<file path="src/rtl/dcfs_pkg.sv">
package dcfs_pkg;
  localparam int ADDR_CFG  = 0;
  localparam int ADDR_STAT = 1;
  localparam int ADDR_LIVE = 2;
endpackage

</file>
<file path="src/rtl/dcfs_sync.sv">
module dcfs_sync #(
  parameter int W      = 2,
  parameter int STAGES = 2
) (
  input  logic         clk,
  input  logic         rst,
  input  logic [W-1:0] d,
  output logic [W-1:0] q
);
  logic [W-1:0] stg [STAGES];

  always_ff @(posedge clk) begin
    if (rst) begin
      for (int i = 0; i < STAGES; i++) stg[i] <= '0;
    end else begin
      stg[0] <= d;
      for (int i = 1; i < STAGES; i++) stg[i] <= stg[i-1];
    end
  end

  assign q = stg[STAGES-1];
endmodule

</file>
<file path="src/rtl/dcfs_chan_eval.sv">
module dcfs_chan_eval #(
  parameter int NUM_CH = 2
) (
  input  logic [NUM_CH-1:0] cmp_s,
  input  logic [NUM_CH-1:0] ov_mode,
  output logic [NUM_CH-1:0] flt
);
  for (genvar c = 0; c < NUM_CH; c++) begin : g_ch
    // overvoltage: fault when above; undervoltage: fault when below
    assign flt[c] = ov_mode[c] ? cmp_s[c] : ~cmp_s[c];
  end
endmodule

</file>
<file path="src/rtl/dcfs_cfg.sv">
module dcfs_cfg #(
  parameter int NUM_CH = 2,
  parameter int DATA_W = 8
) (
  input  logic              clk,
  input  logic              rst,
  input  logic              wr_cfg,
  input  logic              wp_n,
  input  logic [DATA_W-1:0] wr_data,
  output logic [NUM_CH-1:0] ov_mode,
  output logic              mask_en,
  output logic              rdy_hi,
  output logic [DATA_W-1:0] cfg_rd
);
  localparam int CFG_W = NUM_CH + 2;

  logic [CFG_W-1:0] cfg_q;

  always_ff @(posedge clk) begin
    if (rst)                 cfg_q <= '0;
    else if (wr_cfg && wp_n) cfg_q <= wr_data[CFG_W-1:0];
  end

  assign ov_mode = cfg_q[NUM_CH-1:0];
  assign mask_en = cfg_q[NUM_CH];
  assign rdy_hi  = cfg_q[NUM_CH+1];
  assign cfg_rd  = DATA_W'(cfg_q);
endmodule

</file>
<file path="src/rtl/dcfs_snap.sv">
module dcfs_snap #(
  parameter int NUM_CH = 2
) (
  input  logic              clk,
  input  logic              rst,
  input  logic              rdy_s,
  input  logic              arm,
  input  logic              clr,
  input  logic [NUM_CH-1:0] cmp_s,
  output logic [NUM_CH-1:0] snap,
  output logic              snap_vld,
  output logic              rdy_fall
);
  logic rdy_d;

  always_ff @(posedge clk) begin
    if (rst) rdy_d <= 1'b0;
    else     rdy_d <= rdy_s;
  end

  assign rdy_fall = rdy_d & ~rdy_s;

  always_ff @(posedge clk) begin
    if (rst) begin
      snap     <= '0;
      snap_vld <= 1'b0;
    end else if (rdy_fall && arm) begin
      snap     <= cmp_s;
      snap_vld <= 1'b1;
    end else if (clr) begin
      snap     <= '0;
      snap_vld <= 1'b0;
    end
  end
endmodule

</file>
<file path="src/rtl/dual_comp_fault_sup.sv">
module dual_comp_fault_sup
  import dcfs_pkg::*;
#(
  parameter int NUM_CH      = 2,
  parameter int SYNC_STAGES = 2,
  parameter int DATA_W      = 8,
  parameter int ADDR_W      = 2
) (
  input  logic              clk,
  input  logic              rst,
  input  logic [NUM_CH-1:0] cmp_in,
  input  logic              margin_active,
  input  logic              rdy_sense,
  input  logic              wp_n,
  input  logic              wr_en,
  input  logic [ADDR_W-1:0] wr_addr,
  input  logic [DATA_W-1:0] wr_data,
  input  logic [ADDR_W-1:0] rd_addr,
  output logic [DATA_W-1:0] rd_data,
  output logic              fault_oe
);
  localparam int CLR_BIT = DATA_W - 1;

  logic [NUM_CH-1:0] cmp_s, ov_mode, flt, snap;
  logic              mask_en, rdy_hi, rdy_s, snap_vld, rdy_fall, snap_clr, wr_cfg;
  logic [DATA_W-1:0] cfg_rd, rd_nxt;

  dcfs_sync #(.W(NUM_CH), .STAGES(SYNC_STAGES)) u_cmp_sync (
    .clk(clk), .rst(rst), .d(cmp_in), .q(cmp_s));

  dcfs_sync #(.W(1), .STAGES(SYNC_STAGES)) u_rdy_sync (
    .clk(clk), .rst(rst), .d(rdy_sense), .q(rdy_s));

  assign wr_cfg   = wr_en && (wr_addr == ADDR_W'(ADDR_CFG));
  assign snap_clr = wr_en && (wr_addr == ADDR_W'(ADDR_STAT)) && wr_data[CLR_BIT];

  dcfs_cfg #(.NUM_CH(NUM_CH), .DATA_W(DATA_W)) u_cfg (
    .clk(clk), .rst(rst), .wr_cfg(wr_cfg), .wp_n(wp_n), .wr_data(wr_data),
    .ov_mode(ov_mode), .mask_en(mask_en), .rdy_hi(rdy_hi), .cfg_rd(cfg_rd));

  dcfs_chan_eval #(.NUM_CH(NUM_CH)) u_eval (
    .cmp_s(cmp_s), .ov_mode(ov_mode), .flt(flt));

  dcfs_snap #(.NUM_CH(NUM_CH)) u_snap (
    .clk(clk), .rst(rst), .rdy_s(rdy_s), .arm(rdy_hi), .clr(snap_clr),
    .cmp_s(cmp_s), .snap(snap), .snap_vld(snap_vld), .rdy_fall(rdy_fall));

  always_ff @(posedge clk) begin
    if (rst) fault_oe <= 1'b0;
    else     fault_oe <= (|flt) && !(mask_en && margin_active);
  end

  always_comb begin
    rd_nxt = '0;
    case (rd_addr)
      ADDR_W'(ADDR_CFG):  rd_nxt = cfg_rd;
      ADDR_W'(ADDR_STAT): begin
        rd_nxt[NUM_CH-1:0] = snap;
        rd_nxt[NUM_CH]     = snap_vld;
      end
      ADDR_W'(ADDR_LIVE): begin
        rd_nxt[NUM_CH-1:0]        = cmp_s;
        rd_nxt[2*NUM_CH-1:NUM_CH] = flt;
      end
      default: rd_nxt = '0;
    endcase
  end

  always_ff @(posedge clk) begin
    if (rst) rd_data <= '0;
    else     rd_data <= rd_nxt;
  end
endmodule

</file>
<file path="config.mk">
export PLATFORM = sky130hd
export DESIGN_NAME = dual_comp_fault_sup
export DESIGN_NICKNAME = d
export VERILOG_FILES = /design/src/rtl/dcfs_pkg.sv /design/src/rtl/dcfs_sync.sv /design/src/rtl/dcfs_chan_eval.sv /design/src/rtl/dcfs_cfg.sv /design/src/rtl/dcfs_snap.sv /design/src/rtl/dual_comp_fault_sup.sv
export SDC_FILE = /design/constraint.sdc
export NUM_CORES = 1
export LEC_CHECK = 0
export BUFFER_PORTS_ARGS = -buffer_cell sky130_fd_sc_hd__buf_4
export CAP_MARGIN = 30
export CORE_ASPECT_RATIO = 0.9
export CORE_UTILIZATION = 41
export DETAILED_ROUTE_END_ITERATION = 10
export GPL_TIMING_DRIVEN = 1
export PLACE_DENSITY = 0.79
export SETUP_SLACK_MARGIN = 0.05
export SLEW_MARGIN = 20
export SYNTH_ARGS = -nofsm -noshare
export SYNTH_HDL_FRONTEND = slang
export SYNTH_SLANG_ARGS = --single-unit
</file>
<file path="constraint.sdc">
create_clock -name clk -period 1 [get_ports clk]
set_clock_uncertainty 0.05 [all_clocks]
set_input_delay 0.2 -clock clk [delete_from_list [all_inputs] [get_ports clk]]
set_output_delay 0.2 -clock clk [all_outputs]
set_load 0.005 [all_outputs]
</file>
Yosys cells after proc, flatten, opt, wreduce, memory -nomap -nowiden
Memories as Yosys holds them, arrays and structs flattened. Cells that the tools add are included.

Output and inout port bits: 9. Memory bits (writable): 6. Register bits: 17. Word-level logic and storage cells: 47. Bits of input ports: 20. Memories: 2.

Bitwise gates (word level): 8. Reduce and logical (&&, ||, !) cells: 12. Equality and inequality tests: 3. Mux-type cells: 15.

Memory list: u_cmp_sync.stg (depth 2, bits a word 2, rd ports 2, clocked after Yosys merged registers in 0, write ports 2, RTL line dcfs_sync.sv:10) `logic [W-1:0] stg [STAGES];`; u_rdy_sync.stg (depth 2, bits a word 1, rd ports 2, clocked after Yosys merged registers in 0, write ports 2, RTL line dcfs_sync.sv:10).

Operator list (number): $mux 1 (9); $pmux 3 s3 (1); $mux 2 (4); $logic_and 1x1->1 (7); $eq 2x1->1 const B (2); $logic_not 2->1 (2); $or 1x1->1 (4); $not 1->1 (3); $eq 2x2->1 const B (1); $pmux 1 s2 (1); $reduce_bool 2->1 (1); $reduce_or 2->1 (1); $and 1x1->1 (1); $logic_not 1->1 (1).

Longest topological paths before layout
Gate-level depths: netlist of run 1.

Word-level depth: 5. Mapped depth: 4. Depth with buffers taken out: 3.

Cells and area by module
A second synthesis of run 1 with hierarchy kept.

Cells, all modules: 92. Area, all modules: 993.5 sq um.

By module, submodules not included: dual_comp_fault_sup (cells each 34, times used 1, area an instance 386.6 sq um, sequential area each 180.2 sq um); dcfs_cfg (cells each 27, times used 1, area an instance 240.2 sq um, sequential area each 80.1 sq um); dcfs_snap (cells each 15, times used 1, area an instance 176.4 sq um, sequential area each 80.1 sq um); dcfs_sync (u_cmp_sync) (cells each 10, times used 1, area an instance 120.1 sq um, sequential area each 80.1 sq um); dcfs_sync (u_rdy_sync) (cells each 4, times used 1, area an instance 52.6 sq um, sequential area each 40.0 sq um); dcfs_chan_eval (cells each 2, times used 1, area an instance 17.5 sq um, sequential area each 0.0 sq um).

Least setup slack after synthesis of run 1
No wires, ideal clock.

Path type: input -> register. Start point: input port wr_addr[1]. End point: register u_cfg.cfg_q[0]. Cell stages on the path: 4. Buffers on the path: 1. Required time: 0.833 ns. Arrival: 0.831 ns. Path slack: 0.002 ns. Setup time: 0.117 ns. Cell sequence: nor4bb_1 buf_4 mux2i_1 nor2_1.

Word-level cells in the longest chain between the ends: 3.

RTL lines: from (decl) (RTL line dual_comp_fault_sup.sv:16) `input logic [ADDR_W-1:0] wr_addr,`; $logic_not 2->1 (RTL line dual_comp_fault_sup.sv:34) `assign wr_cfg = wr_en && (wr_addr == ADDR_W'(ADDR_CFG));`; $logic_and 1x1->1 (RTL line dual_comp_fault_sup.sv:34); $logic_and 1x1->1 (RTL line dcfs_cfg.sv:21) `else if (wr_cfg && wp_n) cfg_q <= wr_data[CFG_W-1:0];`; to (signal assigned) (RTL line dcfs_cfg.sv:21); to (decl) (RTL line dcfs_cfg.sv:17) `logic [CFG_W-1:0] cfg_q;`.

Every way passes these cells. A chain may end at the register's enable or synchronous reset.

Worst setup path after layout of run 1
Start point: register fault_oe. End point: output port fault_oe.

RTL lines: from (decl) (RTL line dual_comp_fault_sup.sv:20) `output logic fault_oe`; from (signal assigned) (RTL line dual_comp_fault_sup.sv:50) `else fault_oe <= (|flt) && !(mask_en && margin_active);`.

No word-level cell between the ends.

==> run_results.csv, run 1 <==
group,metric,value,unit
critical_path,path_buf_inv,1,
clock_network,hold_buffers,0,
critical_path,cp.arrival,0.72,ns
detailed_routing,antenna_left,0,
die,ioPinCount,29,
synthesis,yosysSeqAreaShare,51.8,%
synthesis,synth_cells,72,
grt,grt_pass1_wl,1950,µm
clock_network,insertion_delay,0.29,ns
die,rows,14,
sta,hold_violations,0,
clock_network,tritoncts,"done",
pwr,power_density,1360,nW/µm²
detailed_routing,via_per_inst,4.54,
place,hpwl,904,µm
pwr,leakage,0.411,nW
synthesis,synth_seq_cells,19,
sta,fin_crit_sh,97.4,%
critical_path,cp-start-kind,"flop",
finish,post_route_cells_drive_above_1_share,38.3,%
synthesis,synth.avg_cell_area,10.2,µm²
place,finalWeightedCongestion,0.751,
pwr,vdd_drop_max,0.825,mV
finish,n_antenna_cell,0,
grt,grt_max_degree,20,
sta,setup_violations,0,
clock_network,clkSlewWorstSetupHoldPaths,0.10,ns
synthesis,yosysUniqueCellTypes,21,
clock_network,cts_setup_buffers,0,
die,core-area,1680,µm²
critical_path,critical_path_class,"flop to output pin",
die,start_util,43.7,%
place,port_buffers,21,
finish,final_util,57.0,%
critical_path,r2r_cells,3,
grt,grt_pass1_vias,497,
detailed_routing,avgRoutedWirePerCell,10.2,µm
clock_network,ctsLongestPathBuffers,2,
place,pre_cts_ws,-0.201,ns
clock_network,cts_made_buffers,3,
critical_path,critical-path-top-delay-family,"flip-flops",
critical_path,crit_slowest_cell,"dfxtp_2",
sta,slew_viol_final,0,
finish,nNetsFinal,115,
critical_path,cpPeakStageDelay,0.33,ns
clock_network,cts_max_level,1,
worst_hold_path,hold_depth,2,
detailed_routing,drc_errors,0,
finish,area_delta_synth_final,30.5,%
worst_hold_path,min_to,"fault_oe",
grt,track_usage,13.8,%
synthesis,synth_area,734,µm²
critical_path,cp_cell_sequence,"buf_6",
detailed_routing,vias,536,
detailed_routing,drt_pass1_iterations,4,
clock_network,cts.sinks,19,
sta,rsz0062_at_grt,"true",
detailed_routing,routed_wl,1210,µm
grt,antenna_found_initial,0,
synthesis,yosysWarnings,0,
sta,period_needed,0.974,ns
die,dieHeight,42.2,µm
critical_path,required,0.75,ns
critical_path,cp_max_fo,1,
worst_hold_path,hold_path_class,"input port to flop",
clock_network,root_buffer,"clkbuf_4",
pwr,totalPowerFinal,1.30,mW
die,die_area,1960,µm²
sta,fmax,1.03,GHz
detailed_routing,drt-initial-drc-count,9,
critical_path,worstReg2RegEnd,"rd_data[3]",
worst_hold_path,holdCritStartpoint,"margin_active",
grt,grt_overflow,0,
die,chipWidth,46.6,µm
sta,setup_ws,0.0262,ns
critical_path,reg2reg_setup_slack,0.05,ns
outcome,status,"finished, final reports clean",
critical_path,r2r_start,"u_cfg.cfg_q[1]",
flow_run,maxCapViolations,0,
critical_path,cp-end-kind,"output pin",
cells in the final DEF, fill, tap and decap left out, drive strengths merged, types with 2 or more instances in the layout:
cell | Yosys | routed
clkbuf | 0 | 4
mux2i | 8 | 8
nor2 | 8 | 8
nor2b | 8 | 8
nand3 | 2 | 2
a21oi | 3 | 3
xor2 | 2 | 2
conb | 1 | 4
a2bb2oi | 2 | 2
nand2 | 2 | 2
buf | 8 | 23
dfxtp | 19 | 19
worst max-delay path by stage:
| stage | startpoint | to | slack [ns] | cells past startpoint |
|---|---|---|---|---|
| 2_1_floorplan | wr_addr[1] | u_cfg.cfg_q[0] | 0.002 | 4 |
| 3_3_place_gp | wr_addr[1] | u_cfg.cfg_q[0] | -0.16 | 5 |
| 3_5_place_dp | wr_addr[1] | u_cfg.cfg_q[0] | -0.20 | 5 |
| 4_1_cts | fault_oe | fault_oe | 0.002 | 1 |
| 5_1_grt | u_cfg.cfg_q[1] | rd_data[3] | -0.04 | 3 |
| 6_report | fault_oe | fault_oe | 0.03 | 1 |
routing by layer:
layer	wire [µm]	part of all wire, %	global-route usage (%)	up-vias
li1	-	-	-	275
met1	519	43	16.4	242
met2	604	50	21.9	19
met3	81	6.7	6.47	0
met4	0	0	3.43	0
met5	0	0	0	-
kinds of logic (layout without fill, tap and decap cells):
group | Yosys count | count (layout) | synth area share, %
buf+inv | 9 | 28 | 7.67
flops | 19 | 19 | 51.8
xor+xnor | 2 | 2 | 2.39
simple gates | 26 | 26 | 19.9
other cells | 1 | 4 | 0.511
mux | 8 | 8 | 10.9
compound gates | 7 | 7 | 6.81
worst register-to-register path, cell delays in order (launching register included):
cell,delay [ns]
dfxtp_2,0.38
xor2_2,0.17
mux2i_1,0.10
nor3b_2,0.15
cell usage after synthesis:
cell       instances  share of area [%]
a21oi_1            3                2.0
a221oi_1           1                1.2
a2bb2oi_1          2                2.4
and3b_1            1                1.2
buf_2              3                2.0
buf_4              5                5.1
conb_1             1               0.51
dfxtp_1           19                 52
inv_1              1               0.51
mux2i_1            8                 11
nand2_1            2                1.0
nand2b_1           1               0.85
nand3_1            2                1.4
nand3b_1           1                1.0
nand4b_1           1                1.2
nor2_1             8                4.1
nor2b_1            8                6.8
nor3b_1            1                1.0
nor4bb_1           1                1.4
o22a_1             1                1.2
xor2_1             2                2.4
flip-flops by register name, indices dropped and copies added, names as in the netlist:
name             count
u_snap.snap_vld      1
u_cmp_sync.stg       4
u_snap.snap          2
u_snap.rdy_d         1
u_rdy_sync.stg       2
u_cfg.cfg_q          4
fault_oe             1
rd_data              4
stage by stage:
step	hold slack, ns	setup TNS [ns]	std cells	instance area [µm²]
after floorplan	0.266	0	75	746
after global placement	0.356	-0.618	114	896
after detailed placement	0.359	-0.772	114	896
after CTS	0.0295	0	118	925
after global routing	0.0303	-0.102	118	958
final	0.0441	0	118	958
layout make-up:
class                      instances  area (µm²)
multi-input combinational         47         329
clock buffer                       4        26.3
sequential                        19         389
tap                               24        30.0
inverter                           1        3.75
fill                             151         723
timing repair buffer              23         180
power by group:
part	internal (mW)	switching [mW]
Combinational	0.0849	0.0503
Clock	0.155	0.215
Sequential	0.781	0.0123
Total	1.02	0.278
timing repair:
| item | in CTS | in global routing |
|---|---|---|
| endpoints found under the setup margin | 7 | 10 |
| pin swaps | 1 | 1 |
| resized for setup | 2 | 10 |
Note: power is estimated with default switching activity, not from simulation.
==> inputs of run 2 (changes only) <==
--- a/config.mk
+++ b/config.mk
@@ -8,10 +8,11 @@
 export BUFFER_PORTS_ARGS = -buffer_cell sky130_fd_sc_hd__buf_4
 export CAP_MARGIN = 30
 export CORE_ASPECT_RATIO = 0.9
-export CORE_UTILIZATION = 41
+export CORE_MARGIN = 1.5
+export CORE_UTILIZATION = 35
 export DETAILED_ROUTE_END_ITERATION = 10
 export GPL_TIMING_DRIVEN = 1
-export PLACE_DENSITY = 0.79
+export PLACE_DENSITY = 0.7
 export SETUP_SLACK_MARGIN = 0.05
 export SLEW_MARGIN = 20
 export SYNTH_ARGS = -nofsm -noshare
==> run 2 against run 1 <==
  * Fmax up 0.43%
  * Core utilization is 7.1 points lower
  * Cell count is 0.85% higher
  * Hold slack gained 0.0067 ns
  * Count of clock-buffer cells in the layout unchanged
  * Wire length grew 1.7%
  * Clock power fell by 1%
  * Largest cell class unchanged
==> run_results.csv, run 2 (synthesis results as in run 1) <==
group,metric,value,unit
clock_network,ctsLongestPathBuffers,2,
clock_network,insertion_delay,0.29,ns
finish,nNetsFinal,115,
clock_network,tritoncts,"done",
critical_path,cp-start-kind,"flop",
flow_run,maxCapViolations,0,
critical_path,cp_cell_sequence,"buf_6",
sta,hold_violations,0,
die,rows,15,
die,dieHeight,46.5,µm
finish,post_route_cells_drive_above_1_share,39.4,%
worst_hold_path,hold_path_class,"input port to flop",
detailed_routing,drt-initial-drc-count,5,
die,core-area,1950,µm²
place,port_buffers,21,
sta,slew_viol_final,0,
place,hpwl,868,µm
clock_network,clkSlewWorstSetupHoldPaths,0.10,ns
detailed_routing,drt_pass1_iterations,2,
critical_path,critical_path_class,"flop to output pin",
grt,grt_pass1_wl,2050,µm
clock_network,cts_max_level,1,
grt,antenna_found_initial,0,
sta,period_needed,0.970,ns
die,ioPinCount,29,
pwr,totalPowerFinal,1.30,mW
critical_path,cp-end-kind,"output pin",
pwr,leakage,0.419,nW
clock_network,hold_buffers,0,
finish,n_antenna_cell,0,
die,die_area,2380,µm²
sta,hold-worst-slack,0.0508,ns
detailed_routing,antenna_left,0,
clock_network,cts_setup_buffers,0,
clock_network,root_buffer,"clkbuf_4",
die,start_util,37.6,%
finish,final_cell_mix,"22 x buf_4, 14 x dfxtp_1, 8 x nor2b_1, 8 x nor2_1, 8 x mux2i_1",
pwr,vdd_drop_max,1.01,mV
detailed_routing,routed_wl,1230,µm
sta,rsz0062_at_grt,"true",
detailed_routing,avgRoutedWirePerCell,10.3,µm
outcome,status,"finished, final reports clean",
clock_network,cts_made_buffers,3,
place,dp_cells,115,
sta,setup_violations,0,
place,finalWeightedCongestion,0.761,
finish,final_util,49.9,%
grt,grt_overflow,0,
finish,final_common_cell,"buf_4",
sta,fmax,1.03,GHz
detailed_routing,drc_errors,0,
finish,post-route-cell-area,973,µm²
pwr,power_density,1330,nW/µm²
clock_network,cts.sinks,19,
critical_path,required,0.75,ns
critical_path,crit_slowest_cell,"dfxtp_2",
grt,grt_pass1_vias,493,
grt,track_usage,11.8,%
critical_path,critical-path-top-delay-family,"flip-flops",
detailed_routing,via_per_inst,4.49,
finish,reg.largest.list,"rd_data x4, u_cfg.cfg_q x4, u_cmp_sync.stg x4",
sta,fin_crit_sh,97.0,%
finish,area_delta_synth_final,32.5,%
die,chipWidth,51.3,µm
critical_path,path_buf_inv,1,
critical_path,reg2reg_setup_slack,0.05,ns
place,place_area,897,µm²
grt,grt_max_degree,20,
critical_path,cp.arrival,0.72,ns
critical_path,cp_max_fo,1,
detailed_routing,vias,534,
finish,final_cells,119,
critical_path,cpPeakStageDelay,0.33,ns
## run 2: cell counts in the layout (fill, tap and decap cells not counted)
No cell type changed its count.
## run 2: what timing repair did
action / in CTS / in global routing
resized for setup: 2 / 11
pin swaps: 1 / 2
endpoints found under the setup margin: 7 / 12
## run 2: path summary, 6_finish.rpt
| kind | from | endpoint | cells past startpoint |
|---|---|---|---|
| min | margin_active | fault_oe | 2 |
| max reg2reg | u_cfg.cfg_q[1] | rd_data[3] | 3 |
| min reg2reg | u_cmp_sync.stg[0][0] | u_cmp_sync.stg[0][2] | 1 |
| max | rd_data[2] | rd_data[2] | 1 |
## run 2: stage by stage
stage               setup WS (ns)  TNS (ns)
finish                     0.0304         0
global route              -0.0251   -0.0643
CTS                        0.0118         0
detailed placement         -0.178    -0.678
global placement           -0.157    -0.622
floorplan                 0.00169         0
## run 2: per-layer routing
metal / track usage (%) / vias to the layer above / share of wire [%]
met5: 0 / - / 0
met4: 2.11 / 0 / 0
met3: 6.82 / 0 / 8.8
met2: 20.3 / 20 / 43
met1: 13.1 / 240 / 48
li1: - / 274 / -
## run 2: power by group
| part | switching [mW] | internal [mW] |
|---|---|---|
| logic | 0.0527 | 0.0878 |
| clock network | 0.211 | 0.155 |
| registers | 0.0118 | 0.780 |
| total | 0.276 | 1.02 |
## run 2: final cells by class
type	instances	area (µm²)
sequential	19	387
timing repair buffer	23	176
fill	186	978
clock buffer	4	26.3
inverter	1	3.75
tap	25	31.3
multi-input combinational	47	349
==> inputs of run 3 (changes only) <==
--- a/config.mk
+++ b/config.mk
@@ -5,6 +5,7 @@
 export SDC_FILE = /design/constraint.sdc
 export NUM_CORES = 1
 export LEC_CHECK = 0
+export ABC_AREA = 1
 export BUFFER_PORTS_ARGS = -buffer_cell sky130_fd_sc_hd__buf_4
 export CAP_MARGIN = 30
 export CORE_ASPECT_RATIO = 0.9
@@ -12,8 +13,9 @@
 export CORE_UTILIZATION = 35
 export DETAILED_ROUTE_END_ITERATION = 10
 export GPL_TIMING_DRIVEN = 1
-export PLACE_DENSITY = 0.7
+export PLACE_DENSITY = 0.69
 export SETUP_SLACK_MARGIN = 0.05
+export SKIP_LAST_GASP = 1
 export SLEW_MARGIN = 20
 export SYNTH_ARGS = -nofsm -noshare
 export SYNTH_HDL_FRONTEND = slang
==> run 3 against run 2 <==
  * Via count increased by 37%
  * Cell count is 35% higher
  * Global-route usage increased by 1.7 points
  * Combinational power rose by 18%
  * Highest routed layer is now met4
==> run_results.csv, run 3 <==
group,metric,value,unit
outcome,status,"finished, final reports clean",
clock_network,cts.sinks,19,
finish,post_route_cells_drive_above_1_share,30.6,%
critical_path,worstReg2RegEnd,"rd_data[3]",
critical_path,critical_path_class,"flop to output pin",
clock_network,ctsLongestPathBuffers,2,
place,hpwl,1190,µm
synthesis,synth_top_area_share,47.0,%
synthesis,ys.flop_type,"dfxtp_1",
critical_path,cp_max_fo,1,
synthesis,synth_seq_cells,19,
grt,grt_pass1_wl,2620,µm
grt,antenna_found_initial,0,
sta,period_needed,0.988,ns
sta,slew_viol_final,0,
grt,busiest_layer,"met2",
grt,gr-usage-met3,5.56,%
clock_network,clkSlewWorstSetupHoldPaths,0.11,ns
finish,nNetsFinal,155,
clock_network,cts_made_buffers,3,
clock_network,cts_setup_buffers,0,
die,ioPinCount,29,
critical_path,crit_slowest_cell,"dfxtp_1",
critical_path,r2r_cells,3,
synthesis,yosysMostFrequentCell,"nand2_1",
detailed_routing,routed_wl,1540,µm
synthesis,yosysSeqAreaShare,47.0,%
synthesis,synth.cells.most_frequent,"21 x nand2_1, 20 x inv_1, 19 x dfxtp_1",
grt,grt_pass1_vias,667,
finish,final_cell_mix,"21 x nand2_1, 20 x inv_1, 19 x buf_4",
synthesis,yosysUniqueCellTypes,15,
place,pre_cts_ws,0.0549,ns
sta,finalSetupTns,0,ns
finish,area_delta_synth_final,28.0,%
critical_path,reg2reg_setup_slack,0.14,ns
synthesis,synth_area,810,µm²
finish,final_util,47.5,%
finish,fill_cells,228,
critical_path,cp.arrival,0.74,ns
sta,fin_crit_sh,98.8,%
sta,fmax,1.01,GHz
pwr,leakage,0.495,nW
synthesis,yosysWarnings,0,
clock_network,cts_max_level,1,
clock_network,tritoncts,"done",
critical_path,required,0.75,ns
sta,setup_violations,0,
die,chipWidth,53.7,µm
synthesis,synthTopCellsByArea,"dfxtp_1 47%, nand2_1 9.7%, inv_1 9.3%",
worst_hold_path,hold_path_class,"input port to flop",
flow_run,maxCapViolations,0,
critical_path,cp_cell_sequence,"buf_4",
worst_hold_path,hold_depth,3,
worst_hold_path,holdCritStartpoint,"cmp_in[0]",
detailed_routing,drc_errors,0,
die,die_area,2610,µm²
sta,setup_ws,0.0117,ns
pwr,power_density,1320,nW/µm²
detailed_routing,drt_pass1_iterations,4,
finish,final_cells,161,
sta,hold_violations,0,
grt,grt_max_degree,13,
clock_network,insertion_delay,0.30,ns
grt,track_usage,13.6,%
critical_path,r2r_start,"u_cmp_sync.stg[0][3]",
detailed_routing,via_per_inst,4.56,
worst_hold_path,min_to,"u_cmp_sync.stg[0][0]",
critical_path,cp-end-kind,"output pin",
critical_path,path_buf_inv,1,
grt,grt_overflow,0,
pwr,vdd_drop_max,0.963,mV
synthesis,synth-edff-count,0,
place,finalWeightedCongestion,0.754,
detailed_routing,drt-initial-drc-count,15,
detailed_routing,antenna_left,0,
finish,reg.largest.list,"rd_data x4, u_cfg.cfg_q x4, u_cmp_sync.stg x4",
place,dp_cells,157,
critical_path,cpPeakStageDelay,0.31,ns
place,place_area,985,µm²
sta,rsz0062_at_grt,"true",
critical_path,critical-path-top-delay-family,"flip-flops",
finish,n_antenna_cell,0,
die,rows,16,
die,core-area,2180,µm²
clock_network,root_buffer,"clkbuf_4",
critical_path,cp-start-kind,"flop",
detailed_routing,avgRoutedWirePerCell,9.54,µm
detailed_routing,vias,734,
synthesis,async_flop_share,0,%
finish,post-route-cell-area,1040,µm²
finish,final_common_cell,"nand2_1",
synthesis,synth.avg_cell_area,7.36,µm²
place,port_buffers,21,
clock_network,hold_buffers,0,
grt,grtUsageMet2,23.4,%
synthesis,yosysTopAreaCell,"dfxtp_1",
synthesis,synth_cells,110,
die,dieHeight,48.6,µm
die,start_util,37.1,%
grt,grtUsageMet1,14.8,%
-- run 3: cells by family after synthesis --
group | count (synthesis) | share of synthesized area [%]
flops | 19 | 47.0
compound gates | 6 | 3.71
simple gates | 57 | 33.7
buf+inv | 26 | 14.1
xor+xnor | 1 | 1.08
other cells | 1 | 0.463
-- run 3: power by group --
part	internal [mW]	switching, mW	total [mW]
Sequential	0.784	0.0149	0.799
Combinational	0.0830	0.0828	0.166
Clock	0.153	0.247	0.399
-- run 3: worst max-delay path by stage --
| stage | start | to | slack [ns] | cells after the start |
|---|---|---|---|---|
| after CTS | rd_data[3] | rd_data[3] | -0.01 | 1 |
| after global placement | wr_addr[1] | u_cfg.cfg_q[3] | 0.09 | 6 |
| after global routing | rd_data[3] | rd_data[3] | -0.03 | 1 |
| after detailed placement | wr_addr[1] | u_cfg.cfg_q[2] | 0.05 | 6 |
| after floorplan | u_cfg.cfg_q[3] | u_snap.snap[1] | 0.22 | 3 |
| final | rd_data[3] | rd_data[3] | 0.01 | 1 |
-- run 3: stage by stage --
step	hold WS, ns	total power [mW]
2_1_floorplan	0.219	0.900
3_3_place_gp	0.340	0.970
3_5_place_dp	0.342	0.977
4_1_cts	0.0221	1.39
5_1_grt	0.0284	1.44
6_report	0.0376	1.36
-- run 3: repair_timing --
action / 4_1_cts / 5_1_grt
pin swaps: 0 / 0
setup endpoints to repair: 5 / 9
gates resized for setup: 0 / 8
-- run 3: layout make-up --
| type | instances | area, µm² | area share [%] |
|---|---|---|---|
| sequential | 19 | 385 | 37.2 |
| clock inverter | 1 | 7.51 | 0.725 |
| clock buffer | 3 | 22.5 | 2.17 |
| multi-input combinational | 68 | 332 | 32.0 |
| timing repair buffer | 22 | 176 | 17.0 |
| inverter | 21 | 78.8 | 7.61 |
| tap | 27 | 33.8 | 3.26 |
-- run 3: layer usage --
| metal | routed length (µm) | share of wire, % |
|---|---|---|
| met1 | 621 | 40 |
| met5 | 0 | 0 |
| met2 | 801 | 52 |
| met3 | 105 | 6.8 |
| met4 | 7 | 0.46 |
-- run 3: worst min-delay path, cell delays in order --
cell and delay, ns:
buf_4 0.07, inv_1 0.03, nor2_1 0.06
